File: config.mk
export PLATFORM = sky130hd
export DESIGN_NAME = irq_prio_unit
export DESIGN_NICKNAME = d
export VERILOG_FILES = /design/src/rtl/irq_prio_pkg.sv /design/src/rtl/irq_nmi_detect.sv /design/src/rtl/irq_ctrl_regs.sv /design/src/rtl/irq_prio_enc.sv /design/src/rtl/irq_ack_out.sv /design/src/rtl/irq_prio_unit.sv
export SDC_FILE = /design/constraint.sdc
export NUM_CORES = 1
export LEC_CHECK = 0
export BUFFER_PORTS_ARGS = -buffer_cell sky130_fd_sc_hd__buf_4
export CAP_MARGIN = 25
export CORE_MARGIN = 4
export CORE_UTILIZATION = 35
export CTS_CLUSTER_SIZE = 30
export DETAILED_ROUTE_END_ITERATION = 12
export PLACE_DENSITY = 0.68
export SETUP_SLACK_MARGIN = 0.1
export SYNTH_ARGS = -nofsm -noshare
export SYNTH_HDL_FRONTEND = slang
export SYNTH_SLANG_ARGS = --single-unit
export TNS_END_PERCENT = 5
File: constraint.sdc
create_clock -name clk -period 1.1 [get_ports clk]
set_input_delay 0.275 -clock clk [delete_from_list [all_inputs] [get_ports clk]]
set_output_delay 0.275 -clock clk [all_outputs]
set_load 0.1 [all_outputs]
File: src/rtl/irq_prio_pkg.sv
// Package: shared source codes and vector constants for the interrupt unit.
// Assumes: source codes fit in 3 bits; vectors are 8 bits wide.
package irq_prio_pkg;

    localparam int NUM_SRC = 5;   // grant vector width, index 4 = highest
    localparam int VEC_W   = 8;
    localparam int MSK_W   = 3;

    typedef enum logic [2:0] {
        SRC_NONE = 3'd0,
        SRC_GEN  = 3'd1,
        SRC_A    = 3'd2,
        SRC_B    = 3'd3,
        SRC_C    = 3'd4,
        SRC_NMI  = 3'd5
    } src_t;

    localparam logic [VEC_W-1:0] VEC_NMI = 8'h24;
    localparam logic [VEC_W-1:0] VEC_C   = 8'h3C;
    localparam logic [VEC_W-1:0] VEC_B   = 8'h34;
    localparam logic [VEC_W-1:0] VEC_A   = 8'h2C;
    localparam logic [VEC_W-1:0] VEC_GEN = 8'h00;

endpackage

File: src/rtl/irq_nmi_detect.sv
// Module: irq_nmi_detect
// Registers a non-maskable request after a rising edge that is still high
// one clock later; the pending state clears on accept.
// Assumes: the input is synchronous to clk.
module irq_nmi_detect (
    input  logic clk,
    input  logic rst_n,
    input  logic nmi_in,
    input  logic accept_nmi,
    output logic nmi_pend
);
    logic prev_q;
    logic arm_q;

    // Track the previous level and arm on a fresh rising edge.
    always_ff @(posedge clk) begin
        if (!rst_n) begin
            prev_q <= 1'b0;
            arm_q  <= 1'b0;
        end else begin
            prev_q <= nmi_in;
            arm_q  <= nmi_in & ~prev_q;
        end
    end

    // Latch the request once the armed edge is confirmed by a sustained high level.
    always_ff @(posedge clk) begin
        if (!rst_n)                 nmi_pend <= 1'b0;
        else if (arm_q && nmi_in)   nmi_pend <= 1'b1;
        else if (accept_nmi)        nmi_pend <= 1'b0;
    end

    AST_NMI_NEEDS_ARM: assert property (@(posedge clk) disable iff (!rst_n)
        $rose(nmi_pend) |-> $past(arm_q));
    AST_NMI_ACK_CLEARS: assert property (@(posedge clk) disable iff (!rst_n)
        (accept_nmi && !(arm_q && nmi_in)) |=> !nmi_pend);
endmodule

File: src/rtl/irq_ctrl_regs.sv
// Module: irq_ctrl_regs
// Holds the global enable flag, the three individual masks and the
// pending flag of the edge-triggered line C.
// Assumes: commands are single-cycle strobes; accept outranks enable.
module irq_ctrl_regs
    import irq_prio_pkg::*;
(
    input  logic             clk,
    input  logic             rst_n,
    input  logic             cmd_en,
    input  logic             cmd_dis,
    input  logic             cmd_setmask,
    input  logic [4:0]       setmask_data,
    input  logic             accept,
    input  logic             accept_c,
    input  logic             c_in,
    output logic             ie,
    output logic [MSK_W-1:0] mask,
    output logic             c_pend
);
    localparam int UPD_BIT = MSK_W;      // update-enable bit position
    localparam int CLR_BIT = MSK_W + 1;  // clear-C-pending bit position

    logic c_prev;

    // Global enable: cleared by accept or disable, set only by enable.
    always_ff @(posedge clk) begin
        if (!rst_n)        ie <= 1'b0;
        else if (accept)   ie <= 1'b0;
        else if (cmd_dis)  ie <= 1'b0;
        else if (cmd_en)   ie <= 1'b1;
    end

    // Individual masks: written only when the update-enable bit is set.
    always_ff @(posedge clk) begin
        if (!rst_n)
            mask <= '0;
        else if (cmd_setmask && setmask_data[UPD_BIT])
            mask <= setmask_data[MSK_W-1:0];
    end

    // Line C edge memory.
    always_ff @(posedge clk) begin
        if (!rst_n) c_prev <= 1'b0;
        else        c_prev <= c_in;
    end

    // Line C pending: a new edge wins over a clear in the same cycle.
    always_ff @(posedge clk) begin
        if (!rst_n)
            c_pend <= 1'b0;
        else if (c_in && !c_prev)
            c_pend <= 1'b1;
        else if (accept_c || (cmd_setmask && setmask_data[CLR_BIT]))
            c_pend <= 1'b0;
    end

    AST_IE_CLEARED_ON_ACCEPT: assert property (@(posedge clk) disable iff (!rst_n)
        accept |=> !ie);
    AST_IE_RISES_ONLY_BY_CMD: assert property (@(posedge clk) disable iff (!rst_n)
        $rose(ie) |-> $past(cmd_en));
    AST_MASK_HOLD: assert property (@(posedge clk) disable iff (!rst_n)
        !(cmd_setmask && setmask_data[UPD_BIT]) |=> $stable(mask));
    AST_C_EDGE_LATCH: assert property (@(posedge clk) disable iff (!rst_n)
        (c_in && !c_prev) |=> c_pend);
endmodule

File: src/rtl/irq_prio_enc.sv
// Module: irq_prio_enc
// Fixed priority picker: the highest index among eligible requests wins.
// Assumes: index N-1 is the highest-priority line.
module irq_prio_enc #(
    parameter int N = 5
) (
    input  logic         clk,
    input  logic         rst_n,
    input  logic [N-1:0] req,
    output logic [N-1:0] grant,
    output logic         any
);
    logic [N-1:0] above;   // above[i]: some line higher than i is requesting

    assign above[N-1] = 1'b0;

    genvar gi;
    generate
        for (gi = N - 2; gi >= 0; gi--) begin : g_chain
            assign above[gi] = above[gi+1] | req[gi+1];
        end
        for (gi = 0; gi < N; gi++) begin : g_grant
            assign grant[gi] = req[gi] & ~above[gi];
        end
    endgenerate

    // Summary of any eligible request.
    always_comb any = |req;

    AST_GRANT_ONEHOT: assert property (@(posedge clk) disable iff (!rst_n)
        $onehot0(grant));
    AST_GRANT_TOP: assert property (@(posedge clk) disable iff (!rst_n)
        req[N-1] |-> grant[N-1]);
    AST_GRANT_WHEN_ANY: assert property (@(posedge clk) disable iff (!rst_n)
        any |-> $countones(grant) == 1);
endmodule

File: src/rtl/irq_ack_out.sv
// Module: irq_ack_out
// Registers the accepted source and its fixed vector for one cycle.
// Assumes: grant is one-hot or zero, index order from irq_prio_pkg.
module irq_ack_out
    import irq_prio_pkg::*;
(
    input  logic               clk,
    input  logic               rst_n,
    input  logic               accept,
    input  logic [NUM_SRC-1:0] grant,
    output logic               ack_vld,
    output logic [2:0]         ack_src,
    output logic [VEC_W-1:0]   vec_out
);
    src_t             src_d;
    logic [VEC_W-1:0] vec_d;

    // Translate the one-hot grant into a source code and vector.
    always_comb begin
        src_d = SRC_NONE;
        vec_d = '0;
        unique case (1'b1)
            grant[4]: begin src_d = SRC_NMI; vec_d = VEC_NMI; end
            grant[3]: begin src_d = SRC_C;   vec_d = VEC_C;   end
            grant[2]: begin src_d = SRC_B;   vec_d = VEC_B;   end
            grant[1]: begin src_d = SRC_A;   vec_d = VEC_A;   end
            grant[0]: begin src_d = SRC_GEN; vec_d = VEC_GEN; end
            default:  begin src_d = SRC_NONE; vec_d = '0;     end
        endcase
    end

    // Capture the result on an accepting edge; hold it for one cycle.
    always_ff @(posedge clk) begin
        if (!rst_n) begin
            ack_vld <= 1'b0;
            ack_src <= SRC_NONE;
            vec_out <= '0;
        end else if (accept) begin
            ack_vld <= 1'b1;
            ack_src <= src_d;
            vec_out <= vec_d;
        end else begin
            ack_vld <= 1'b0;
            ack_src <= SRC_NONE;
            vec_out <= '0;
        end
    end

    AST_VEC_NMI: assert property (@(posedge clk) disable iff (!rst_n)
        (ack_vld && ack_src == SRC_NMI) |-> vec_out == VEC_NMI);
    AST_VEC_C: assert property (@(posedge clk) disable iff (!rst_n)
        (ack_vld && ack_src == SRC_C) |-> vec_out == VEC_C);
    AST_ACK_HAS_SRC: assert property (@(posedge clk) disable iff (!rst_n)
        ack_vld |-> ack_src != SRC_NONE);
endmodule

File: src/rtl/irq_prio_unit.sv
// Module: irq_prio_unit (top)
// Five-line fixed-priority interrupt unit: non-maskable, three vectored
// lines with masks, one general line; one request and vector toward a core.
// Assumes: all inputs are synchronous; ack_in is only meaningful with irq_out.
module irq_prio_unit
    import irq_prio_pkg::*;
(
    input  logic             clk,
    input  logic             rst_n,
    input  logic             nmi_req,
    input  logic             vec_c_req,
    input  logic             vec_b_req,
    input  logic             vec_a_req,
    input  logic             gen_req,
    input  logic             cmd_en,
    input  logic             cmd_dis,
    input  logic             cmd_setmask,
    input  logic [4:0]       setmask_data,
    input  logic             ack_in,
    output logic             irq_out,
    output logic [6:0]       rd_status,
    output logic             ack_vld,
    output logic [2:0]       ack_src,
    output logic [VEC_W-1:0] vec_out
);
    logic               nmi_pend;
    logic               ie;
    logic [MSK_W-1:0]   mask;
    logic               c_pend;
    logic [NUM_SRC-1:0] elig;
    logic [NUM_SRC-1:0] grant;
    logic               any_req;
    logic               accept;

    // Eligible requests in priority order, index 4 highest.
    always_comb begin
        elig[4] = nmi_pend;
        elig[3] = c_pend    & ~mask[2] & ie;
        elig[2] = vec_b_req & ~mask[1] & ie;
        elig[1] = vec_a_req & ~mask[0] & ie;
        elig[0] = gen_req   & ie;
    end

    // Request toward the core, acceptance strobe and read-back bus.
    always_comb begin
        irq_out   = any_req;
        accept    = ack_in & any_req;
        rd_status = {c_pend, vec_b_req, vec_a_req, ie, mask};
    end

    irq_nmi_detect u_nmi (
        .clk        (clk),
        .rst_n      (rst_n),
        .nmi_in     (nmi_req),
        .accept_nmi (accept & grant[4]),
        .nmi_pend   (nmi_pend)
    );

    irq_ctrl_regs u_regs (
        .clk          (clk),
        .rst_n        (rst_n),
        .cmd_en       (cmd_en),
        .cmd_dis      (cmd_dis),
        .cmd_setmask  (cmd_setmask),
        .setmask_data (setmask_data),
        .accept       (accept),
        .accept_c     (accept & grant[3]),
        .c_in         (vec_c_req),
        .ie           (ie),
        .mask         (mask),
        .c_pend       (c_pend)
    );

    irq_prio_enc #(.N(NUM_SRC)) u_enc (
        .clk   (clk),
        .rst_n (rst_n),
        .req   (elig),
        .grant (grant),
        .any   (any_req)
    );

    irq_ack_out u_ack (
        .clk     (clk),
        .rst_n   (rst_n),
        .accept  (accept),
        .grant   (grant),
        .ack_vld (ack_vld),
        .ack_src (ack_src),
        .vec_out (vec_out)
    );

    AST_NMI_UNGATED: assert property (@(posedge clk) disable iff (!rst_n)
        nmi_pend |-> irq_out);
    AST_GATED_BY_IE: assert property (@(posedge clk) disable iff (!rst_n)
        (!ie && !nmi_pend) |-> !irq_out);
    AST_MASKED_A_QUIET: assert property (@(posedge clk) disable iff (!rst_n)
        (mask[0] && !gen_req && !vec_b_req && !c_pend && !nmi_pend) |-> !irq_out);
endmodule

Word-level counts from Yosys, hierarchy flattened
Index checks and enable logic that the tools add are counted.
{"block": "classes", "reduce_logical": 11, "mux": 7, "n_bitwise": 27}
{"op": "6-bit one-hot mux with 4 select lines", "n": 1}
{"op": "1-bit AND", "n": 15}
{"op": "3-bit one-hot mux with 5 select lines", "n": 1}
{"op": "1-bit NOT", "n": 9}
{"op": "1-bit two-way mux", "n": 5}
{"op": "5-bit OR reduction", "n": 1}
{"op": "1-bit logical AND", "n": 4}
{"op": "2-bit nonzero test", "n": 2}
{"op": "1-bit bitwise OR", "n": 3}
{"op": "3-bit OR reduction", "n": 1}
{"op": "2-bit AND reduction", "n": 1}
{"op": "1-bit logical NOT", "n": 1}
{"op": "1-bit logical OR", "n": 1}
{"block": "totals", "out_inout_bits": 20, "ff_bits": 21, "wordCells": 55}

Longest topological paths before layout
Gate-level depths: netlist of the first run.
{"block": "depth", "depth_word": 9, "depth_mapped": 4, "ltp_nobuf": 3}

Modules after synthesis
Synthesis of the first run repeated with hierarchy kept, for this count alone.
{"block": "unflattened", "hier_cells": 74, "area_unflattened_um2": 706.9}
{"module": "irq_ack_out", "n_inst": 1, "area_per_inst_um2": 235.2, "seq_area_each_um2": 140.1, "cells_each": 26}
{"module": "irq_ctrl_regs", "n_inst": 1, "area_per_inst_um2": 234.0, "seq_area_each_um2": 120.1, "cells_each": 22}
{"module": "irq_nmi_detect", "n_inst": 1, "area_per_inst_um2": 100.1, "seq_area_each_um2": 60.1, "cells_each": 8}
{"module": "irq_prio_unit", "n_inst": 1, "area_per_inst_um2": 82.6, "seq_area_each_um2": 0.0, "cells_each": 11}
{"module": "irq_prio_enc", "n_inst": 1, "area_per_inst_um2": 55.1, "seq_area_each_um2": 0.0, "cells_each": 7}

Worst setup path before layout of the first run
Ideal clock, no wire load.
{"block": "synth_timing", "kind": "flip-flop to output port", "startpoint": "register u_regs.mask[2]", "endpoint": "output port irq_out", "required_ns": 0.825, "arrival_ns": 2.618, "n_path_buf": 1, "setup_slack_ns": -1.793, "stages_incl_launch_ff": 5, "cell_sequence": "dfxtp_1 -> nor2b_1 -> clkbuf_1 -> nor4_1 -> o21bai_1"}
{"block": "synth_via", "elab_chain_cells": 4}
{"item": "from (decl)", "line_no": "irq_ctrl_regs.sv:18", "rtl": "output logic [MSK_W-1:0] mask,"}
{"item": "from (signal assigned)", "line_no": "irq_ctrl_regs.sv:39", "rtl": "mask <= setmask_data[MSK_W-1:0];"}
{"item": "1-bit NOT", "line_no": "irq_prio_unit.sv:38", "rtl": "elig[3] = c_pend & ~mask[2] & ie;"}
{"item": "1-bit AND (2 in a row)", "line_no": "irq_prio_unit.sv:38"}
{"item": "5-bit OR reduction", "line_no": "irq_prio_enc.sv:28", "rtl": "always_comb any = |req;"}
{"item": "to (decl)", "line_no": "irq_prio_unit.sv:20", "rtl": "output logic irq_out,"}
No other way between the ends.

Final worst setup path of the first run
{"block": "layout_timing", "startpoint": "register u_regs.c_pend", "endpoint": "output port irq_out"}
{"block": "layout_via", "elab_chain_cells": 3}
{"item": "from (decl)", "line_no": "irq_ctrl_regs.sv:19", "rtl": "output logic c_pend"}
{"item": "from (signal assigned)", "line_no": "irq_ctrl_regs.sv:51", "rtl": "c_pend <= 1'b0;"}
{"item": "from (signal assigned)", "line_no": "irq_ctrl_regs.sv:53", "rtl": "c_pend <= 1'b1;"}
{"item": "from (signal assigned)", "line_no": "irq_ctrl_regs.sv:55", "rtl": "c_pend <= 1'b0;"}
{"item": "1-bit AND (2 in a row)", "line_no": "irq_prio_unit.sv:38"}
{"item": "5-bit OR reduction", "line_no": "irq_prio_enc.sv:28"}
No other way between the ends.

==> results summary, run 1 <==
The leakage power total is 0.588 nW. The placer congestion estimate came out at 0.776. The run finished, with violations left. The synthesized flop and latch total is 16. The average via count per standard cell is 4.50. After synthesis, the cell types taking the most area are sky130_fd_sc_hd__dfxtp_1 45%, sky130_fd_sc_hd__buf_4 9.4%, sky130_fd_sc_hd__a21boi_2 6.3%, sky130_fd_sc_hd__nor2b_1 5.2%, sky130_fd_sc_hd__nor2_1 3.7%. The TritonCTS clock tree is built. The overall fraction of global-route tracks in use came out at 14.3%. The checks that failed: setup timing. The minimum setup slack among reg-to-reg paths came out at -0.02 ns. Synthesis produced 80 cells.

The number of global-route vias before repair is 667. The largest fanout of any net on the critical path came out at 2. Buffers placed on the I/O ports in this run total 31. The routed design could run at a clock period as short as 1.61 ns. The sequential cell area fraction in the yosys report is 44.7%. The detailed-placement wirelength estimate is 1310 µm.

Setup repair after global routing could not meet its margin everywhere. The met1 track utilization from global routing came out at 16.5%. The total number of clock tree sinks is 16. The first global-routing pass estimated 2960 µm of wire. The number of antenna repair diodes is 0. The average cell area after synthesis came out at 8.96 µm². The area of the die is 2840 µm². The type of the tightest min-delay check is in -> reg. 36 I/O pins were placed. The number of detailed-route iterations in the first pass came out at 4. In this run the most critical hold path is launched from vec_c_req.

On the final layout, the worst clock skew is 0.00324 ns. The met3 track utilization from global routing came out at 2.54%. The wire length per cell after detailed routing came out at 12.4 µm. The commonest register cell after synthesis is sky130_fd_sc_hd__dfxtp_1. The cell sitting at the root of the clock tree is a sky130_fd_sc_hd__clkbuf_4.

The worst path setup slack after routing is -0.510 ns. The final number of hold-violating endpoints is 0. Across the VDD grid, the largest voltage drop is 0.819 mV. The distinct cell type count after synthesis is 24. The data arrival time of the critical path is 1.34 ns. The overflow left after global routing is 0. The worst path required time came out at 0.82 ns.

For this run, the top clock speed supported by timing is 621 MHz. The layout has 155 filler cells. The met2 capacity usage during global routing is 25.9%. The routed layout has 671 vias.

The multi-input combinational cell area is 394 µm². The detailed router finished its first iteration with 3 violations. Counting along the longest clock path gives a buffer depth of 2. The initial antenna violation count came out at 0.

The floorplan row count is 16. The path with the worst hold slack has its endpoint at u_regs.c_prev$_SDFF_PN0_. The total CTS buffers is 3. The total power divided by cell area came out at 1130 nW/µm². The mapped netlist covers 717 µm². The endpoint of the worst register-to-register path is u_ack.ack_vld$_SDFF_PN0_. The die is 53.3 µm tall.

After synthesis, the most frequently instantiated cells are 16 x sky130_fd_sc_hd__dfxtp_1, 9 x sky130_fd_sc_hd__buf_4, 7 x sky130_fd_sc_hd__nor2_1. Summed over all instances, the cell type with the most area after synthesis is sky130_fd_sc_hd__dfxtp_1. The max-slew violation count came out at 0. The worst setup path is captured at a primary output. Entering global routing, the biggest net connects 10 pins. met2 is the most crowded layer.

The number of hold buffers added after CTS was 0. The placeable core area is 1960 µm². The number of warning messages in the yosys log is 0. The final layout contains 139 nets. The period utilization came out at 146%. The share of flip-flops with an asynchronous set or reset is 0%. The die width is 53.3 µm. The number of setup buffers added after CTS is 0. Wires add up to 1840 µm.

The max capacitance violation total came out at 0. In this run the critical register-to-register path is launched from u_regs.c_pend$_SDFFE_PN0P_. The share of cells above drive strength 1 is 63.9%. The share of the synthesized area in the top cell type is 44.7%.

The sequential cell area in the final layout is 340 µm². The depth of the most critical reg-to-reg path came out at 4. The worst hold path passes through 2 cells. The critical path is of the reg -> out type. The later pin in the worst-skew pair is clocked with a latency of 0.28 ns. The count of flip-flops with a built-in enable after synthesis came out at 0. The count of endpoints failing setup in the final report is 9. The initial cell density of the core is 36.5%.

The clock-pin slew on the worst setup and hold paths came out at 0.09 ns. The leading cell type by number of instances after synthesis is sky130_fd_sc_hd__dfxtp_1. The area growth from synthesis to layout is 88.1%. STA classifies the critical path startpoint as a flop. The number of routed nets with antenna violations came out at 0.

The setup TNS came out at -1.12 ns. In this run the number of H-tree levels came out at 1. The total DRC errors in the routed layout is 0. The post-route worst hold slack came out at 0.201 ns.
## power breakdown
group | internal (W) | switching [W] | leakage, nW
Combinational | 0.000199 | 0.000333 | 0.431
Clock | 0.000201 | 0.000181 | 0.0210
Sequential | 0.000601 | 0.0000159 | 0.137
Total | 0.00100 | 0.000530 | 0.588
## layout make-up
cell class	count	area share [%]
Clock buffer	4	2.69
Sequential cell	16	25.2
Timing Repair Buffer	47	39.8
Tap cell	27	2.50
Multi-Input combinational cell	53	29.2
Inverter	2	0.557
## cells in the final DEF, fill, tap and decap left out, drive strengths merged, types with 4 or more instances in the layout
cell / count
clkbuf: 4
nand3: 4
nand2: 7
conb: 4
a21boi: 4
nor2: 7
nor2b: 6
dfxtp: 16
buf: 47
## how the worst max path moves through the flow
stage | start | to | slack, ns
after floorplan | u_regs.mask[2]$_SDFFE_PN0P_ | irq_out | -0.55
after global placement | vec_b_req | irq_out | -0.34
after detailed placement | vec_b_req | irq_out | -0.35
after CTS | u_regs.c_pend$_SDFFE_PN0P_ | irq_out | -0.53
after global routing | u_regs.c_pend$_SDFFE_PN0P_ | irq_out | -0.58
final | u_regs.c_pend$_SDFFE_PN0P_ | irq_out | -0.51
## registers in the layout, indices dropped and copies added, names as in the netlist
signal,count
u_regs.ie,1
u_regs.c_pend,1
u_nmi.prev_q,1
u_ack.vec_out,3
u_ack.ack_src,3
u_regs.c_prev,1
u_regs.mask,3
u_nmi.arm_q,1
u_ack.ack_vld,1
u_nmi.nmi_pend,1
## layer usage
metal,up-vias,part of all wire (%),routed length [µm]
li1,343,-,-
met3,0,5.7,105
met4,0,0,0
met2,18,53,985
met5,-,0,0
met1,310,41,751
## critical path: stages (launching register included)
cell and delay [ns]:
sky130_fd_sc_hd__dfxtp_2 0.34, sky130_fd_sc_hd__nor2b_4 0.13, sky130_fd_sc_hd__nor4_4 0.33, sky130_fd_sc_hd__o21bai_4 0.09, sky130_fd_sc_hd__buf_12 0.17
## metrics by stage
step | setup WS [ns] | instances | power, W | cell area (µm²) | util, %
after global routing | -0.576 | 149 | 0.00160 | 1350 | 68.8
after CTS | -0.534 | 149 | 0.00153 | 1340 | 68.1
after global placement | -0.344 | 145 | 0.00107 | 1070 | 54.7
after floorplan | -0.548 | 83 | 0.000956 | 768 | -
final | -0.510 | 149 | 0.00153 | 1350 | 68.8
after detailed placement | -0.353 | 145 | 0.00108 | 1070 | 54.7
## logic make-up (layout without fill, tap and decap cells)
group | count (synthesis) | in the layout | share of synthesized area [%]
AOI/OAI and AO/OA | 13 | 13 | 15.5
and+or+nand+nor | 36 | 36 | 27.2
DFF | 16 | 16 | 44.7
buffers and inverters | 14 | 53 | 12.0
other | 1 | 4 | 0.523
## timing repair
| action | 4_1_cts | 5_1_grt |
|---|---|---|
| gates resized for setup | 60 | 3 |
| endpoints found under the setup margin | 23 | 21 |
| endpoints found under the hold margin | 0 | 0 |
| pin swaps | 8 | 1 |
No activity file was read; power rests on OpenSTA's default activity.
==> run 2: changes to the inputs <==
RECOVER_POWER = 25   (was not set)
==> run 2 against run 1 <==
Effect of this change:
- the run still ends with setup timing left
- first-iteration DRC count did not move
- non-clock buffer count unchanged
- clock power is essentially flat
- maximum frequency hardly changed
- routed wire length up 0.11%
- combinational power about the same
- global-route usage stayed put
- critical path depth stayed put
- core utilization decreased by 0.38 points
- worst setup slack hardly changed
==> results summary, run 2 (synthesized netlist as in run 1, its figures left out) <==
The number of global-route vias before repair is 667 (unchanged). The critical path starts at u_regs.c_pend$_SDFFE_PN0P_. The pre-CTS setup slack came to -0.353 ns (unchanged). The setup path with the least slack is of type reg -> out. The number of routed nets with antenna violations is 0 (unchanged). The average via count per standard cell is 4.50 (-0.15%). The die width is 53.3 µm (unchanged). The timing-limited maximum frequency is 621 MHz (about the same). The total number of clock tree sinks is 16 (unchanged). The largest fanout of any net on the critical path came to 2 (unchanged).

The clock period minus final worst setup slack is 1.61 ns (-0.0000180 ns). The number of antenna repair diodes came to 0 (unchanged). The detailed router's first-iteration violation count is 3 (unchanged). The wire length per cell after detailed routing is 12.4 µm (+0.11%).

The setup TNS is -1.12 ns (+0.000230 ns). The initial antenna violation count is 0 (unchanged). The post-route non-filler standard cell count came out at 149 (unchanged). The clock-pin slew on the worst setup and hold paths is 0.09 ns (about the same). The final design instance area without fill came out at 1340 µm² (-0.56%). The overall fraction of global-route tracks in use came out at 14.3% (unchanged). The final net count came out at 139 (unchanged). The worst path setup slack after routing is -0.510 ns (+0.0000180 ns). The placeable core area came to 1960 µm² (unchanged).

The cell area after placement was 1070 µm² (unchanged). Setup repair after global routing could not meet its margin everywhere. The count of endpoints failing setup in the final report is 9 (unchanged). The maximum ir drop on the vdd rail came out at 0.819 mV (about the same).

The final reports fail on setup timing. The total CTS buffers is 3 (unchanged). The instance count after placement with tap cells included is 145 (unchanged). The worst-skew pair later-pin latency is 0.28 ns (about the same). The period utilization came to 146% (about the same). The root buffer cell chosen for the clock tree is sky130_fd_sc_hd__clkbuf_4.

The minimum setup slack among reg-to-reg paths is -0.02 ns (about the same). The number of I/O pins is 36 (unchanged). The number of buffers added on ports came out at 31 (unchanged). The total wirelength of the detailed-routed design is 1840 µm (+0.11%). Compared with the post-synthesis result, the final layout area differs by 87.1%. The count of hold-fix buffers inserted at cts came out at 0 (unchanged).

The largest registers in the layout are u_ack.ack_src (3), u_ack.vec_out (3), u_regs.mask (3). The type of the tightest min-delay check is in -> reg. The worst hold path terminates at u_regs.c_prev$_SDFF_PN0_. The overflow left after global routing came out at 0 (unchanged).

The worst hold path stage count was 2 (unchanged). The detailed-placement wirelength estimate came to 1310 µm (unchanged). The routed via count came to 670 (-0.15%). The data arrival time of the critical path is 1.34 ns (about the same). The top cell types in the final layout, fill and taps aside, are 24 x sky130_fd_sc_hd__buf_4, 12 x sky130_fd_sc_hd__buf_12, 10 x sky130_fd_sc_hd__dfxtp_2. The vertical die dimension came out at 53.3 µm (unchanged). The total DRC errors in the routed layout came out at 0 (unchanged). The max-slew violation count came to 0 (unchanged).

The flow ran to the end, but the final reports show violations. The post-route worst hold slack is 0.201 ns (+0.0000140 ns). The largest net degree at the start of global routing came out at 10 (unchanged). The global-route wire length before repair is 2960 µm (unchanged).

The floorplan row count is 16 (unchanged). The worst path required time is 0.82 ns (about the same). TritonCTS built the clock tree. In this run the most critical hold path is launched from vec_c_req. The number of detailed-route iterations in the first pass came out at 4 (unchanged). The number of setup buffers added after CTS is 0 (unchanged).

The largest buffer count on any clock path came out at 2 (unchanged). The depth of the most critical reg-to-reg path came to 4 (unchanged). The startpoint identified for the worst register-to-register timing path is u_regs.c_pend$_SDFFE_PN0P_. The total power divided by cell area was 1140 nW/µm² (+0.34%). The share of cells above drive strength 1 came out at 62.3% (-1.6 points). The final setup skew is 0.00323 ns (-0.0000125 ns). The worst setup path is captured at a primary output. The endpoint identified for the worst register-to-register timing path is u_ack.ack_vld$_SDFF_PN0_.

The number of levels in the clock H-tree is 1 (unchanged). The most common cell after layout, fill and taps aside is sky130_fd_sc_hd__buf_4. STA classifies the critical path startpoint as a flop. The leakage power total came out at 0.580 nW (-1.4%). The area of the die came to 2840 µm² (unchanged). The max capacitance violation total came out at 0 (unchanged). The final number of hold-violating endpoints is 0 (unchanged). The initial cell density of the core came to 36.5% (unchanged). The placer congestion estimate came to 0.776 (unchanged).
[run 2: critical path, cell delays in order, from the launching register on]
cell	delay [ns]
sky130_fd_sc_hd__dfxtp_2	0.34
sky130_fd_sc_hd__nor2b_4	0.13
sky130_fd_sc_hd__nor4_4	0.33
sky130_fd_sc_hd__o21bai_4	0.09
sky130_fd_sc_hd__buf_12	0.17
[run 2: final cells by class]
type / count / area (µm²)
repair buffers: 47 / 529
inverters: 2 / 7.51
clock buffers: 4 / 36.3
multi-input cells: 53 / 394
fillers: 158 / 621
flip-flops and latches: 16 / 340
well taps: 27 / 33.8
[run 2: stage by stage]
step / utilization, % / power (W)
after detailed placement: 54.7 / 0.00108
final: 68.4 / 0.00153
after global placement: 54.7 / 0.00107
after floorplan: - / 0.000956
after global routing: 68.4 / 0.00159
after CTS: 68.1 / 0.00153
[run 2: report_power, final]
part / switching [W] / leakage [nW] / internal [W] / total (W)
Clock: 0.000181 / 0.0210 / 0.000201 / 0.000382
Sequential: 0.0000159 / 0.137 / 0.000601 / 0.000616
Combinational: 0.000333 / 0.423 / 0.000196 / 0.000529
Total: 0.000530 / 0.580 / 0.000998 / 0.00153
[run 2: repair_timing]
item                       CTS  global route
gates resized for setup     60             3
cloned                       0             0
hold endpoints to repair     0             0
pin swaps                    8             1
setup endpoints to repair   23            21
[run 2: how the worst max path moves through the flow]
stage	endpoint	slack, ns	cells after the start
finish	irq_out	-0.51	4
global route	irq_out	-0.58	4
CTS	irq_out	-0.53	4
detailed placement	irq_out	-0.35	5
global placement	irq_out	-0.34	5
floorplan	irq_out	-0.55	4
[run 2: routing by layer]
layer  track usage (%)  up-vias  share of wire [%]
met5                 0        -                  0
li1                  -      343                  -
met4              5.11        0                  0
met1              16.5      309                 41
met2              25.9       18                 53
met3              2.54        0                5.7
==> run 3: changes to the inputs <==
CELL_PAD_IN_SITES_DETAIL_PLACEMENT = 0   (was not set)
CELL_PAD_IN_SITES_GLOBAL_PLACEMENT = 1   (was not set)
CORE_UTILIZATION = 27   (was 35)
PLACE_DENSITY = 0.73   (was 0.68)
==> run 3 against run 2 <==
Effect of this change:
- the flow still finishes with violations (setup timing)
- sequential cell count unchanged
- power up 0.23%
- first-iteration DRC count rose to 5.0 times the previous value
- worst setup slack worse by 0.0067 ns
- final cell count up 2.7%
- via count unchanged
==> results summary, run 3 (synthesized netlist as in run 1, its figures left out) <==
The checks that failed: setup timing. The worst path setup slack after routing is -0.517 ns (-0.00672 ns). The cell area after placement is 1080 µm² (+1.0%).

The vertical die dimension is 59.5 µm (+12%). The number of detailed-route iterations in the first pass was 4 (unchanged). The routed via count is 670 (unchanged).

The period utilization is 147% (+0.61 points). The largest fanout of any net on the critical path came to 2 (unchanged). The largest buffer count on any clock path came out at 2 (unchanged). The initial cell density of the core was 28.7% (-7.9 points). STA classifies the critical path startpoint as a flop.

The final design instance area without fill is 1350 µm² (+0.28%). The overflow left after global routing came to 0 (unchanged). The worst hold path stage count was 2 (unchanged). The delay of the slowest cell on the worst path came out at 0.33 ns (about the same). The area of the die came to 3540 µm² (+25%). The final number of hold-violating endpoints came out at 0 (unchanged). The met1 track utilization from global routing is 12.2% (-4.3 points). The signal on the critical path passes through nor2b_4 > nor4_4 > o21bai_4 > buf_12. The wire length per cell after detailed routing came out at 11.9 µm (-3.8%). The cell internal power dissipation was 0.000995 W (-0.27%). The sequential cell area in the final layout is 343 µm² (+0.74%). The run finished, with violations left. The post-route non-filler standard cell count came to 153 (+2.7%). The worst register-to-register path ends at u_regs.ie$_SDFFE_PP0P_. The timing-limited maximum frequency came out at 618 MHz (-0.42%).

The largest net degree at the start of global routing came to 10 (unchanged). The initial antenna violation count is 0 (unchanged). The count of endpoints failing setup in the final report came out at 10 (+1).

The total DRC errors in the routed layout is 0 (unchanged). The largest registers in the layout are u_ack.ack_src (3), u_ack.vec_out (3), u_regs.mask (3). The instance count after placement with tap cells included came to 149 (+2.8%). The net switching power figure is 0.000536 W (+1.2%). The global-route wire length before repair came out at 3220 µm (+8.9%). The startpoint identified for the worst register-to-register timing path is u_regs.c_pend$_SDFFE_PN0P_. The leakage power total came out at 0.583 nW (+0.53%). The path with the worst hold slack has its endpoint at u_regs.c_prev$_SDFF_PN0_. The number of setup buffers added after CTS is 0 (unchanged). The number of buffers added on ports is 31 (unchanged).

The max capacitance violation total came out at 0 (unchanged). In the layout the commonest cells are 28 x sky130_fd_sc_hd__buf_4, 12 x sky130_fd_sc_hd__buf_12, 9 x sky130_fd_sc_hd__dfxtp_2. The largest individual stage delay along the critical path comes from the cell sky130_fd_sc_hd__dfxtp_2. The count of hold-fix buffers inserted at cts came out at 0 (unchanged).

The clock group share of total power is 25.6% (+0.6 points). The max-slew violation count came out at 0 (unchanged). The detailed router's first-iteration violation count came out at 15 (+12). The minimum setup slack among reg-to-reg paths is -0.07 ns (-0.05 ns). The placer congestion estimate is 0.674 (-13%). The floorplan row count came out at 18 (+2).

The number of levels in the clock H-tree came to 1 (unchanged). The multi-input combinational cell area came out at 395 µm² (+0.32%). Leaving out fill and tap cells, the most frequent cell in the layout is sky130_fd_sc_hd__buf_4. The overall fraction of global-route tracks in use came out at 12.2% (-2.1 points). The total number of clock tree sinks came to 16 (unchanged). The end-of-flow core utilization came to 53.8% (-15 points).

The min-delay analysis places its worst path in the category in -> reg. The worst-skew pair later-pin latency was 0.28 ns (about the same). The final setup skew came out at 0.00358 ns (+0.000353 ns). The worst setup path is of the reg -> out kind. The data arrival time of the critical path is 1.34 ns (about the same).

The number of I/O pins is 36 (unchanged). The placeable core area is 2500 µm² (+27%). met2 is the most crowded layer. The final net count is 140 (+0.72%). The sequential share of power is 40.1% (-0.3 points).

The clock-pin slew on the worst setup and hold paths is 0.09 ns (about the same). The depth of the most critical reg-to-reg path is 4 (unchanged). The detailed-placement wirelength estimate is 1400 µm (+6.9%). The met2 capacity usage during global routing came out at 22.2% (-3.8 points). The total power divided by cell area is 1140 nW/µm² (about the same). The die width is 59.5 µm (+12%). The worst path required time is 0.82 ns (about the same). The number of global-route vias before repair came out at 715 (+7.2%). The share of cells above drive strength 1 came out at 64.2% (+1.9 points). The area growth from synthesis to layout is 87.6%.

The buffer type at the clock tree root is sky130_fd_sc_hd__clkbuf_4. STA classifies the critical path endpoint as a primary output. The total wirelength of the detailed-routed design was 1820 µm (-1.2%). The maximum ir drop on the vdd rail came to 0.734 mV (-10%).

TritonCTS built the clock tree. The switching share of power came to 35.0% (+0.33 points). The met3 track utilization from global routing came out at 3.92% (+1.4 points). The total power of the final layout came out at 0.00153 W (+0.23%). The clock period minus final worst setup slack is 1.62 ns (+0.00672 ns). The total CTS buffers came out at 3 (unchanged). Setup repair after global routing could not meet its margin everywhere.

The number of filler cells placed in the layout is 234 (+48%). The number of routed nets with antenna violations is 0 (unchanged). The average via count per standard cell is 4.38 (-2.6%). The setup TNS is -1.25 ns (-0.137 ns). The number of antenna repair diodes came to 0 (unchanged). The worst hold path begins at vec_c_req. The fraction of power consumed by combinational cells is 34.3% (-0.3 points).
## run 3: changes by cell type in the layout (fill, tap and decap cells not counted), sizes merged
cell / delta
buf: +1
## run 3: final cells by class
type	count	area share, %
Tap cell	30	2.79
Multi-Input combinational cell	53	29.4
Clock buffer	4	2.70
Inverter	2	0.558
Timing Repair Buffer	48	39.1
Sequential cell	16	25.5
## run 3: power by group through the flow
stage,sequential [W],combinational [W],clock [W]
after floorplan,0.000695,0.000260,0
after detailed placement,0.000621,0.000458,0
after global routing,0.000617,0.000552,0.000441
final,0.000614,0.000526,0.000391
after global placement,0.000620,0.000455,0
after CTS,0.000613,0.000521,0.000408
## run 3: worst max-delay path, delay by kind of cell (launching register included)
family / cells / cell delay [ns]
AO/OA/AOI/OAI: 1 / 0.09
flip-flops: 1 / 0.33
buffers and inverters: 1 / 0.17
AND/OR/NAND/NOR: 2 / 0.46
## run 3: how the worst max path moves through the flow
stage,start,endpoint,slack (ns),cells past startpoint
floorplan,u_regs.mask[2]$_SDFFE_PN0P_,irq_out,-0.55,4
global placement,vec_b_req,irq_out,-0.34,5
detailed placement,vec_b_req,irq_out,-0.35,5
CTS,u_regs.c_pend$_SDFFE_PN0P_,irq_out,-0.55,4
global route,u_regs.c_pend$_SDFFE_PN0P_,irq_out,-0.59,4
finish,u_regs.c_pend$_SDFFE_PN0P_,irq_out,-0.52,4
## run 3: routing by layer
metal / vias up / part of all wire [%]
li1: 344 / -
met1: 306 / 38
met2: 18 / 56
met3: 2 / 4.4
met4: 0 / 1.5
met5: - / 0
## run 3: what timing repair did
| item | in CTS | in global routing |
|---|---|---|
| pin swaps | 4 | 2 |
| gates resized for setup | 56 | 6 |
| endpoints found under the setup margin | 23 | 22 |
## run 3: through the flow
stage          hold slack (ns)  worst slack, ns
2_1_floorplan            0.367           -0.548
3_3_place_gp             0.374           -0.344
3_5_place_dp             0.381           -0.351
4_1_cts                  0.189           -0.550
5_1_grt                  0.190           -0.587
6_report                 0.199           -0.517
